## src/rtl/fust_pkg.sv

```systemverilog
package fust_pkg;

  typedef enum logic [2:0] {
    FC_INT = 3'd0,
    FC_MEM = 3'd1,
    FC_ADD = 3'd2,
    FC_MUL = 3'd3,
    FC_DIV = 3'd4
  } fu_class_e;

  localparam int CLS_W = 3;

  // Class served by a given row: one Int, one Mem, n_add Add rows, n_mul Mult rows, then Div.
  function automatic fu_class_e row_class(input int row, input int n_add, input int n_mul);
    if (row == 0)                    return FC_INT;
    else if (row == 1)               return FC_MEM;
    else if (row < 2 + n_add)        return FC_ADD;
    else if (row < 2 + n_add + n_mul) return FC_MUL;
    else                             return FC_DIV;
  endfunction

endpackage

```

## src/rtl/fust_table.sv

```systemverilog
module fust_table #(
  parameter int NROWS = 8,
  parameter int REG_W = 5,
  parameter int OP_W  = 6
) (
  input  logic                         clk,
  input  logic                         rst,
  input  logic [NROWS-1:0]             release_i,
  input  logic [NROWS-1:0]             wr_en,
  input  logic [OP_W-1:0]              wr_op,
  input  logic [REG_W-1:0]             wr_dest,
  input  logic [REG_W-1:0]             wr_src1,
  input  logic [REG_W-1:0]             wr_src2,
  output logic [NROWS-1:0]             busy_q,
  output logic [NROWS-1:0]             busy_eff,
  output logic [NROWS-1:0][OP_W-1:0]   op_q,
  output logic [NROWS-1:0][REG_W-1:0]  dest_q,
  output logic [NROWS-1:0][REG_W-1:0]  src1_q,
  output logic [NROWS-1:0][REG_W-1:0]  src2_q
);

  // Releases apply ahead of the issue check in the same cycle.
  assign busy_eff = busy_q & ~release_i;

  always_ff @(posedge clk) begin
    if (rst) busy_q <= '0;
    else     busy_q <= busy_eff | wr_en;
  end

  // Field storage carries no reset; fields are only meaningful while busy.
  for (genvar r = 0; r < NROWS; r++) begin : g_row
    always_ff @(posedge clk) begin
      if (wr_en[r]) begin
        op_q[r]   <= wr_op;
        dest_q[r] <= wr_dest;
        src1_q[r] <= wr_src1;
        src2_q[r] <= wr_src2;
      end
    end

    // a release not refilled in the same cycle leaves the row idle.
    assert_release_clears_R8: assert property (@(posedge clk) disable iff (rst)
      (release_i[r] && !wr_en[r]) |=> !busy_q[r]);

    // no two occupied rows ever share a destination.
    for (genvar s = r + 1; s < NROWS; s++) begin : g_pair
      assert_unique_dest_R6: assert property (@(posedge clk) disable iff (rst)
        (busy_q[r] && busy_q[s]) |-> (dest_q[r] != dest_q[s]));
    end
  end

  // at most one row is written per cycle, and only an idle one.
  assert_single_write_R7: assert property (@(posedge clk) disable iff (rst)
    $onehot0(wr_en) && ((wr_en & busy_eff) == '0));

endmodule

```

## src/rtl/fust_match.sv

```systemverilog
module fust_match #(
  parameter int NROWS = 8,
  parameter int REG_W = 5
) (
  input  logic [NROWS-1:0]             busy_eff,
  input  logic [NROWS-1:0][REG_W-1:0]  dest_q,
  input  logic [NROWS-1:0][REG_W-1:0]  src1_q,
  input  logic [NROWS-1:0][REG_W-1:0]  src2_q,
  input  logic [REG_W-1:0]             iss_dest,
  input  logic [REG_W-1:0]             iss_src1,
  input  logic [REG_W-1:0]             iss_src2,
  output logic                         raw,
  output logic                         war,
  output logic                         waw
);

  logic [NROWS-1:0] raw_hit, war_hit, waw_hit;

  for (genvar r = 0; r < NROWS; r++) begin : g_cmp
    assign raw_hit[r] = busy_eff[r] &&
                        ((dest_q[r] == iss_src1) || (dest_q[r] == iss_src2));
    assign war_hit[r] = busy_eff[r] &&
                        ((src1_q[r] == iss_dest) || (src2_q[r] == iss_dest));
    assign waw_hit[r] = busy_eff[r] && (dest_q[r] == iss_dest);
  end

  assign raw = |raw_hit;
  assign war = |war_hit;
  assign waw = |waw_hit;

endmodule

```

## src/rtl/fust_alloc.sv

```systemverilog
module fust_alloc
  import fust_pkg::*;
#(
  parameter int NROWS  = 8,
  parameter int N_ADD  = 3,
  parameter int N_MUL  = 2,
  localparam int RIDX_W = (NROWS > 1) ? $clog2(NROWS) : 1
) (
  input  logic                 clk,
  input  logic                 rst,
  input  logic [NROWS-1:0]     busy_eff,
  input  logic [CLS_W-1:0]     iss_class,
  output logic                 legal,
  output logic                 found,
  output logic [RIDX_W-1:0]    sel_row,
  output logic [NROWS-1:0]     sel_oh
);

  logic [NROWS-1:0] in_class;
  logic [NROWS-1:0] cand;

  for (genvar r = 0; r < NROWS; r++) begin : g_cls
    localparam fu_class_e RC = row_class(r, N_ADD, N_MUL);
    assign in_class[r] = (iss_class == CLS_W'(RC));
  end

  assign legal = (iss_class <= CLS_W'(FC_DIV));
  assign cand  = in_class & ~busy_eff;

  always_comb begin
    logic seen;
    seen    = 1'b0;
    sel_row = '0;
    sel_oh  = '0;
    for (int r = 0; r < NROWS; r++) begin
      if (cand[r] && !seen) begin
        sel_oh[r] = 1'b1;
        sel_row   = RIDX_W'(r);
      end
      seen = seen | cand[r];
    end
    found = seen;
  end

  // the chosen row is idle and belongs to the requested class.
  assert_pick_in_class_R3: assert property (@(posedge clk) disable iff (rst)
    found |-> (in_class[sel_row] && !busy_eff[sel_row]));

  // an illegal class code never yields a candidate.
  assert_illegal_class_R2: assert property (@(posedge clk) disable iff (rst)
    !legal |-> !found);

endmodule

```

## src/rtl/fu_status_table.sv

```systemverilog
module fu_status_table
  import fust_pkg::*;
#(
  parameter int REG_W = 5,
  parameter int OP_W  = 6,
  parameter int N_ADD = 3,
  parameter int N_MUL = 2,
  localparam int NROWS  = 3 + N_ADD + N_MUL,
  localparam int RIDX_W = (NROWS > 1) ? $clog2(NROWS) : 1
) (
  input  logic                     clk,
  input  logic                     rst,
  input  logic                     iss_valid,
  input  logic [2:0]               iss_class,
  input  logic [OP_W-1:0]          iss_op,
  input  logic [REG_W-1:0]         iss_dest,
  input  logic [REG_W-1:0]         iss_src1,
  input  logic [REG_W-1:0]         iss_src2,
  input  logic [NROWS-1:0]         wb_release,
  output logic                     grant_q,
  output logic [RIDX_W-1:0]        grant_row_q,
  output logic                     raw_q,
  output logic                     war_q,
  output logic                     waw_q,
  output logic                     nounit_q,
  output logic [NROWS-1:0]         tbl_busy,
  output logic [NROWS*OP_W-1:0]    tbl_op,
  output logic [NROWS*REG_W-1:0]   tbl_dest
);

  logic [NROWS-1:0]             busy_q, busy_eff, wr_en, sel_oh;
  logic [NROWS-1:0][OP_W-1:0]   op_q;
  logic [NROWS-1:0][REG_W-1:0]  dest_q, src1_q, src2_q;
  logic                         raw, war, waw, legal, found, go;
  logic [RIDX_W-1:0]            sel_row;

  fust_table #(.NROWS(NROWS), .REG_W(REG_W), .OP_W(OP_W)) u_table (
    .clk(clk), .rst(rst), .release_i(wb_release), .wr_en(wr_en),
    .wr_op(iss_op), .wr_dest(iss_dest), .wr_src1(iss_src1), .wr_src2(iss_src2),
    .busy_q(busy_q), .busy_eff(busy_eff), .op_q(op_q), .dest_q(dest_q),
    .src1_q(src1_q), .src2_q(src2_q)
  );

  fust_match #(.NROWS(NROWS), .REG_W(REG_W)) u_match (
    .busy_eff(busy_eff), .dest_q(dest_q), .src1_q(src1_q), .src2_q(src2_q),
    .iss_dest(iss_dest), .iss_src1(iss_src1), .iss_src2(iss_src2),
    .raw(raw), .war(war), .waw(waw)
  );

  fust_alloc #(.NROWS(NROWS), .N_ADD(N_ADD), .N_MUL(N_MUL)) u_alloc (
    .clk(clk), .rst(rst), .busy_eff(busy_eff), .iss_class(iss_class),
    .legal(legal), .found(found), .sel_row(sel_row), .sel_oh(sel_oh)
  );

  assign go    = iss_valid && legal && found && !raw && !war && !waw;
  assign wr_en = go ? sel_oh : '0;

  always_ff @(posedge clk) begin
    if (rst) begin
      grant_q     <= 1'b0;
      grant_row_q <= '0;
      raw_q       <= 1'b0;
      war_q       <= 1'b0;
      waw_q       <= 1'b0;
      nounit_q    <= 1'b0;
    end else begin
      grant_q     <= go;
      grant_row_q <= go ? sel_row : '0;
      raw_q       <= iss_valid && raw;
      war_q       <= iss_valid && war;
      waw_q       <= iss_valid && waw;
      nounit_q    <= iss_valid && !(legal && found);
    end
  end

  assign tbl_busy = busy_q;
  assign tbl_op   = op_q;
  assign tbl_dest = dest_q;

  // a grant is never reported together with a hazard or a missing unit.
  assert_grant_clean_R4: assert property (@(posedge clk) disable iff (rst)
    grant_q |-> !(raw_q || war_q || waw_q || nounit_q));

  // the granted row is occupied and carries the issued destination.
  assert_grant_row_filled_R7: assert property (@(posedge clk) disable iff (rst)
    grant_q |-> (busy_q[grant_row_q] && dest_q[grant_row_q] == $past(iss_dest)));

  // nothing is reported for a cycle without a request.
  assert_idle_quiet_R9: assert property (@(posedge clk) disable iff (rst)
    !iss_valid |=> !(grant_q || raw_q || war_q || waw_q || nounit_q));

endmodule

```

## config.mk

```make
export PLATFORM = sky130hd
export DESIGN_NAME = fu_status_table
export DESIGN_NICKNAME = d
export VERILOG_FILES = /design/src/rtl/fust_pkg.sv /design/src/rtl/fust_table.sv /design/src/rtl/fust_match.sv /design/src/rtl/fust_alloc.sv /design/src/rtl/fu_status_table.sv
export SDC_FILE = /design/constraint.sdc
export NUM_CORES = 1
export LEC_CHECK = 0
export BUFFER_PORTS_ARGS = -buffer_cell sky130_fd_sc_hd__buf_4
export CAP_MARGIN = 25
export CORE_ASPECT_RATIO = 1.5
export CORE_UTILIZATION = 40
export DETAILED_ROUTE_END_ITERATION = 12
export GPL_ROUTABILITY_DRIVEN = 0
export PLACE_DENSITY_LB_ADDON = 0.2
export SLEW_MARGIN = 10
export SYNTH_ARGS = -nofsm -noshare
export SYNTH_HDL_FRONTEND = slang
export SYNTH_SLANG_ARGS = --single-unit
```

## constraint.sdc

```tcl
create_clock -name clk -period 5.5 [get_ports clk]
set_clock_uncertainty 0.05 [all_clocks]
set_input_delay 1.1 -clock clk [delete_from_list [all_inputs] [get_ports clk]]
set_output_delay 1.1 -clock clk [all_outputs]
set_load 0.1 [all_outputs]
```

=== Yosys cells after proc, flatten, opt, wreduce, memory -nomap -nowiden ===
Index checks and enable logic that the tools add are counted.

* Magnitude comparators: 1
* Eq/ne operators: 44
* Mux-type cells: 16
* Bitwise operators: 13
* Reductions and logical operators: 73

{| class="wikitable"
|+ Operators by type and width
! cell !! number
|-
| $eq A5 B5 Y1 || 40
|-
| $logic_and A1 B1 Y1 || 41
|-
| $reduce_or A8 Y1 || 3
|-
| $mux W3 || 6
|-
| $and A8 B8 Y8 || 2
|-
| $logic_or A1 B1 Y1 || 16
|-
| $not A8 Y8 || 2
|-
| $logic_not A1 Y1 || 11
|-
| $mux W1 || 9
|-
| $mux W8 || 1
|-
| $or A8 B8 Y8 || 1
|-
| $or A1 B1 Y1 || 7
|-
| $eq A3 B2 Y1 const B || 2
|-
| $eq A3 B1 Y1 const B || 1
|-
| $eq A3 B3 Y1 const B || 1
|-
| $le A3 B3 Y1 const B || 1
|-
| $logic_not A3 Y1 || 1
|-
| $reduce_or A2 Y1 || 1
|-
| $not A1 Y1 || 1
|}

* Register bits: 184
* Input bits: 35
* Logic and storage cells: 186

=== Logic depth before layout (Yosys ltp) ===
* Word-level depth: 17
* Depth in mapped cells: 10

=== By module ===
A second synthesis with hierarchy kept.

* Cells, all modules: 571
* Area, all modules: 8,478.1 µm²

{| class="wikitable"
|+ By module, submodules not included
! module !! instances !! cells an instance !! area an instance (µm²) !! sequential area each (µm²)
|-
| fust_table || 1 || 192 || 5,395.2 || 5,205.0
|-
| fust_match || 1 || 316 || 2,548.7 || 0.0
|-
| fu_status_table || 1 || 32 || 329.1 || 160.2
|-
| fust_alloc || 1 || 31 || 205.2 || 0.0
|}

=== Worst setup path after synthesis ===
No wires, ideal clock.

* Kind: input port to flip-flop
* Start point: in iss_dest[2]
* End point: reg u_table.dest_q[0] (netlist name) (enable)
* Arrival: 3.865 ns
* Path slack: 1.160 ns
* Cell stages on the path: 10
* Buffers on the path: 4
* Path through: buf_4 > buf_8 > buf_12 > xnor2_1 > nand3_1 > nand4_1 > nor4_2 > nand2_1 > buf_2 > nor3_1

* Longest elaborated chain between the ends: 8

{| class="wikitable"
|+ Ends and longest elaborated chain
! item !! RTL line !! RTL
|-
| start, declared || fu_status_table.sv:16 || <nowiki>input logic [REG_W-1:0] iss_dest,</nowiki>
|-
| $eq A5 B5 Y1 || fust_match.sv:23 || <nowiki>((src1_q[r] == iss_dest) || (src2_q[r] == iss_dest));</nowiki>
|-
| $logic_or A1 B1 Y1 || fust_match.sv:23 ||
|-
| $logic_and A1 B1 Y1 || fust_match.sv:22 || <nowiki>assign war_hit[r] = busy_eff[r] &&</nowiki>
|-
| $reduce_or A8 Y1 || fust_match.sv:28 || <nowiki>assign war = |war_hit;</nowiki>
|-
| $logic_not A1 Y1 || fu_status_table.sv:55 || <nowiki>assign go = iss_valid && legal && found && !raw && !war && !waw;</nowiki>
|-
| $logic_and A1 B1 Y1 || fu_status_table.sv:55 ||
|-
| $logic_and A1 B1 Y1 (*) || fu_status_table.sv:55 ||
|-
| $mux W8 (*) || fu_status_table.sv:56 || <nowiki>assign wr_en = go ? sel_oh : '0;</nowiki>
|-
| named net u_table.wr_en[0] || fust_table.sv:9 || <nowiki>input logic [NROWS-1:0] wr_en,</nowiki>
|-
| end signal, assigned by index || fust_table.sv:35 || <nowiki>dest_q[r] <= wr_dest;</nowiki>
|-
| end, declared || fust_table.sv:17 || <nowiki>output logic [NROWS-1:0][REG_W-1:0] dest_q,</nowiki>
|}

Mark *: on every way through the listed nets, which the timed path passes. The rest lies on a longest branch.
A chain may end at the register's enable or synchronous reset.

=== Worst setup path after layout ===
* Start point: in iss_dest[4]
* End point: reg u_table.op_q[16] (netlist name) (enable)

* Longest elaborated chain between the ends: 8

{| class="wikitable"
|+ Ends and longest elaborated chain
! item !! RTL line !! RTL
|-
| $eq A5 B5 Y1 || fust_match.sv:23 ||
|-
| $logic_or A1 B1 Y1 || fust_match.sv:23 ||
|-
| $logic_and A1 B1 Y1 || fust_match.sv:22 ||
|-
| $reduce_or A8 Y1 || fust_match.sv:28 ||
|-
| $logic_not A1 Y1 || fu_status_table.sv:55 ||
|-
| $logic_and A1 B1 Y1 || fu_status_table.sv:55 ||
|-
| $logic_and A1 B1 Y1 (*) || fu_status_table.sv:55 ||
|-
| $mux W8 (*) || fu_status_table.sv:56 ||
|-
| named net u_table.wr_en[2] || fust_table.sv:9 ||
|-
| end signal, assigned by index || fust_table.sv:34 || <nowiki>op_q[r] <= wr_op;</nowiki>
|-
| end, declared || fust_table.sv:16 || <nowiki>output logic [NROWS-1:0][OP_W-1:0] op_q,</nowiki>
|}

Marks and branches as above.

==> out/summary.txt <==
Worst setup path category: in2reg
Synth top area share: 59.7%
CTS Buf Count: 17
Die Span Y: 180 um
DRC marker count from the first detailed-route iteration: 351
Top post-synthesis cells by area: edfxtp_1 60%, xor2_1 16%, xnor2_1 5.1%
Root buf cell: clkbuf_16
Clock slew at reported path FFs: 0.06 ns
Core area: 20,600 um2
Worst Max-Slew Pin Slew: 0.962 ns
Wire per inst: 21.9 um
Sequential area share after synthesis: 63.5%
Crit path DAT: 3.53 ns
CP Max Fanout: 32
RSZ-0062 raised after global routing: false
Routed WL: 22,100 um
Switching Fraction: 23.1%
Clock network fraction of design power: 39.9%
Port buffer count: 138
Worst path top cell family by delay: simple AND/OR/NAND/NOR gates
Nets: 768
Area leader, netlist: edfxtp_1
Post_cts resized: 0
CTS tree: done
Total number of vias: 5,349
Worst Hold Class: reg2reg
TritonCTS Sinks: 184
Vias in the first global route: 5,571
FF/Latch Area: 5370 um2
Gr ovfl total: 0
Mapped Area: 8440 um2
Post-CTS setup buffers: 0
Die width: 121 um
Maximum vdd drop: 0.191 mV
Share of layout cells above drive strength 1: 26.1%
Comb pwr share: 9.0%
Fin Hold WS: 0.549 ns
Initial antenna violation count: 0
First-pass GRT wire length: 33,000 um
Slowest-stage cell, CP: buf_4
Crit-path most repeated cell: buf_4
Reg-to-reg slack, setup: 2.50 ns
Req. time, crit path: 5.55 ns
Clk_lat worst skew: 0.43 ns
Max-Cap Viols: 0
Non-filler cells, final: 1,010
Area grow syn2layout: 21.6%
Internal: 0.00234 W
Largest net degree at the start of global routing: 33
Syn Area/Cell: 14.2 um2
Placed Cells: 978
IO Pins: 139
Vias per cell: 5.30
Synth warn: 0
Sum of negative setup slack: 0 ns
Flop pwr share: 51.1%
Commonest non-fill, non-tap cell in the layout: edfxtp_1
CTS Hold Bufs: 0
Outcome: finished, final reports clean
Syn_nets: 631
Post-Syn Instances: 596
Worst path max stage delay: 0.43 ns
Cell row count: 64
HPWL after DPL: 14,700 um
Initial cell density of the core: 41.0%
Minimum clock period after layout: 3.48 ns
DP Area: 9680 um2
Worst Path Buf+Inv: 3
Slew margin rel.: 35.7%
CTS max path bufs: 2
Achievable frequency: 0.287 GHz
Worst Setup Start Kind: input pin
CP Capture Type: flip-flop
Final core occ: 49.9%
Yosys cell types: 32
Area used by multi-input combinational logic: 2830 um2
P_sw: 0.000704 W
Diode count: 0
FF+latch count, synth: 184
Drt pass-1 iters: 5
Slew Limit Fails: 0
Final instance area: 10,300 um2
Pwr/cell area: 296 nW/um2
Leakage: 3.71 nW
Die ar.: 21,700 um2
Htree depth: 4
Number of fill cells in the layout: 1,795
Drt drc: 0
Post-route ant nets: 0
Final setup viols: 0
Most frequent cells in the layout: 168 x edfxtp_1, 153 x buf_4, 151 x xor2_1
Final hold vios: 0
Cell Chain, Critical Path: buf_4 -> xor2_1 -> nor4_1 -> nand3_1 -> nand4_1 -> nor4_2 -> nand2_1 -> buf_4 -> nor4_4 -> buf_4
GRT Util Overall: 21.1%
Post-route clock period utilization: 63.3%
cells in the mapped netlist:
cell,instances
edfxtp_1,168
xor2_1,151
xnor2_1,49
nor4_1,43
nand3_1,34
nand2_1,20
dfxtp_1,16
nor3_1,16
nand4_1,12
buf_4,10
buf_2,9
nand2b_1,9
nor2b_1,9
clkbuf_1,6
nor2_1,6
a31oi_1,5
buf_6,4
o32ai_2,4
buf_12,3
buf_8,3
o31ai_1,3
and2_1,2
and3_1,2
nor4_2,2
o21ai_0,2
o22ai_1,2
a21o_1,1
a21oi_1,1
buf_1,1
nand3b_1,1
nor4b_1,1
or3_1,1
per-stage QoR:
| step | worst slack, ns | total power, W |
|---|---|---|
| 2_1_floorplan | 1.16 | 0.00178 |
| 3_3_place_gp | 1.27 | 0.00186 |
| 3_5_place_dp | 1.56 | 0.00186 |
| 4_1_cts | 2.01 | 0.00306 |
| 5_1_grt | 1.83 | 0.00313 |
| 6_report | 2.02 | 0.00304 |
per-layer routing:
metal,vias up,track usage (%),wire length (um)
li1,2432,-,-
met1,2646,24.3,8480
met2,231,36.3,11500
met3,40,5.20,1430
met4,0,9.98,747
met5,-,0,0
cell type report:
cell class              count  share of cell area (%)
multi-input cells         376                    27.5
well taps                 264                    3.22
clock inverters            12                    1.47
clock buffers              20                    4.25
repair buffers            154                    11.3
flip-flops and latches    184                    52.2
logic make-up (layout without fill, tap and decap cells):
| group | after synthesis | count (layout) | synth area share, % |
|---|---|---|---|
| compound gates | 18 | 18 | 1.82 |
| simple gates | 158 | 158 | 10.4 |
| flops | 184 | 184 | 63.5 |
| buf+inv | 36 | 186 | 3.51 |
| xor+xnor | 200 | 200 | 20.7 |
final timing paths:
kind | from | cells after the start | to
setup reg to reg | u_table.dest_q[18]$_DFFE_PP_ | 9 | u_table.op_q[16]$_DFFE_PP_
setup / recovery | iss_dest[4] | 10 | u_table.op_q[16]$_DFFE_PP_
hold / removal | u_table.busy_q[2]$_SDFF_PP0_ | 2 | u_table.busy_q[2]$_SDFF_PP0_
hold reg to reg | u_table.busy_q[2]$_SDFF_PP0_ | 2 | u_table.busy_q[2]$_SDFF_PP0_
sequential cells by signal (all words and copies together) (netlist names):
register,flops
u_table.src1_q,40
raw_q,1
nounit_q,1
waw_q,1
u_table.op_q,48
u_table.dest_q,40
grant_q,1
grant_row_q,3
u_table.src2_q,40
u_table.busy_q,8
war_q,1
power groups by stage:
stage / sequential [W] / combinational, W / clock, W
floorplan: 0.00165 / 0.000130 / 0
global placement: 0.00159 / 0.000270 / 0
detailed placement: 0.00159 / 0.000274 / 0
CTS: 0.00156 / 0.000275 / 0.00123
global route: 0.00156 / 0.000290 / 0.00129
finish: 0.00156 / 0.000273 / 0.00121
worst min-delay path, stage by stage (launching register included):
cell and delay, ns:
dfxtp_1 0.32, nand2b_1 0.14, o32ai_2 0.10
(Power assumes the default switching activity.)
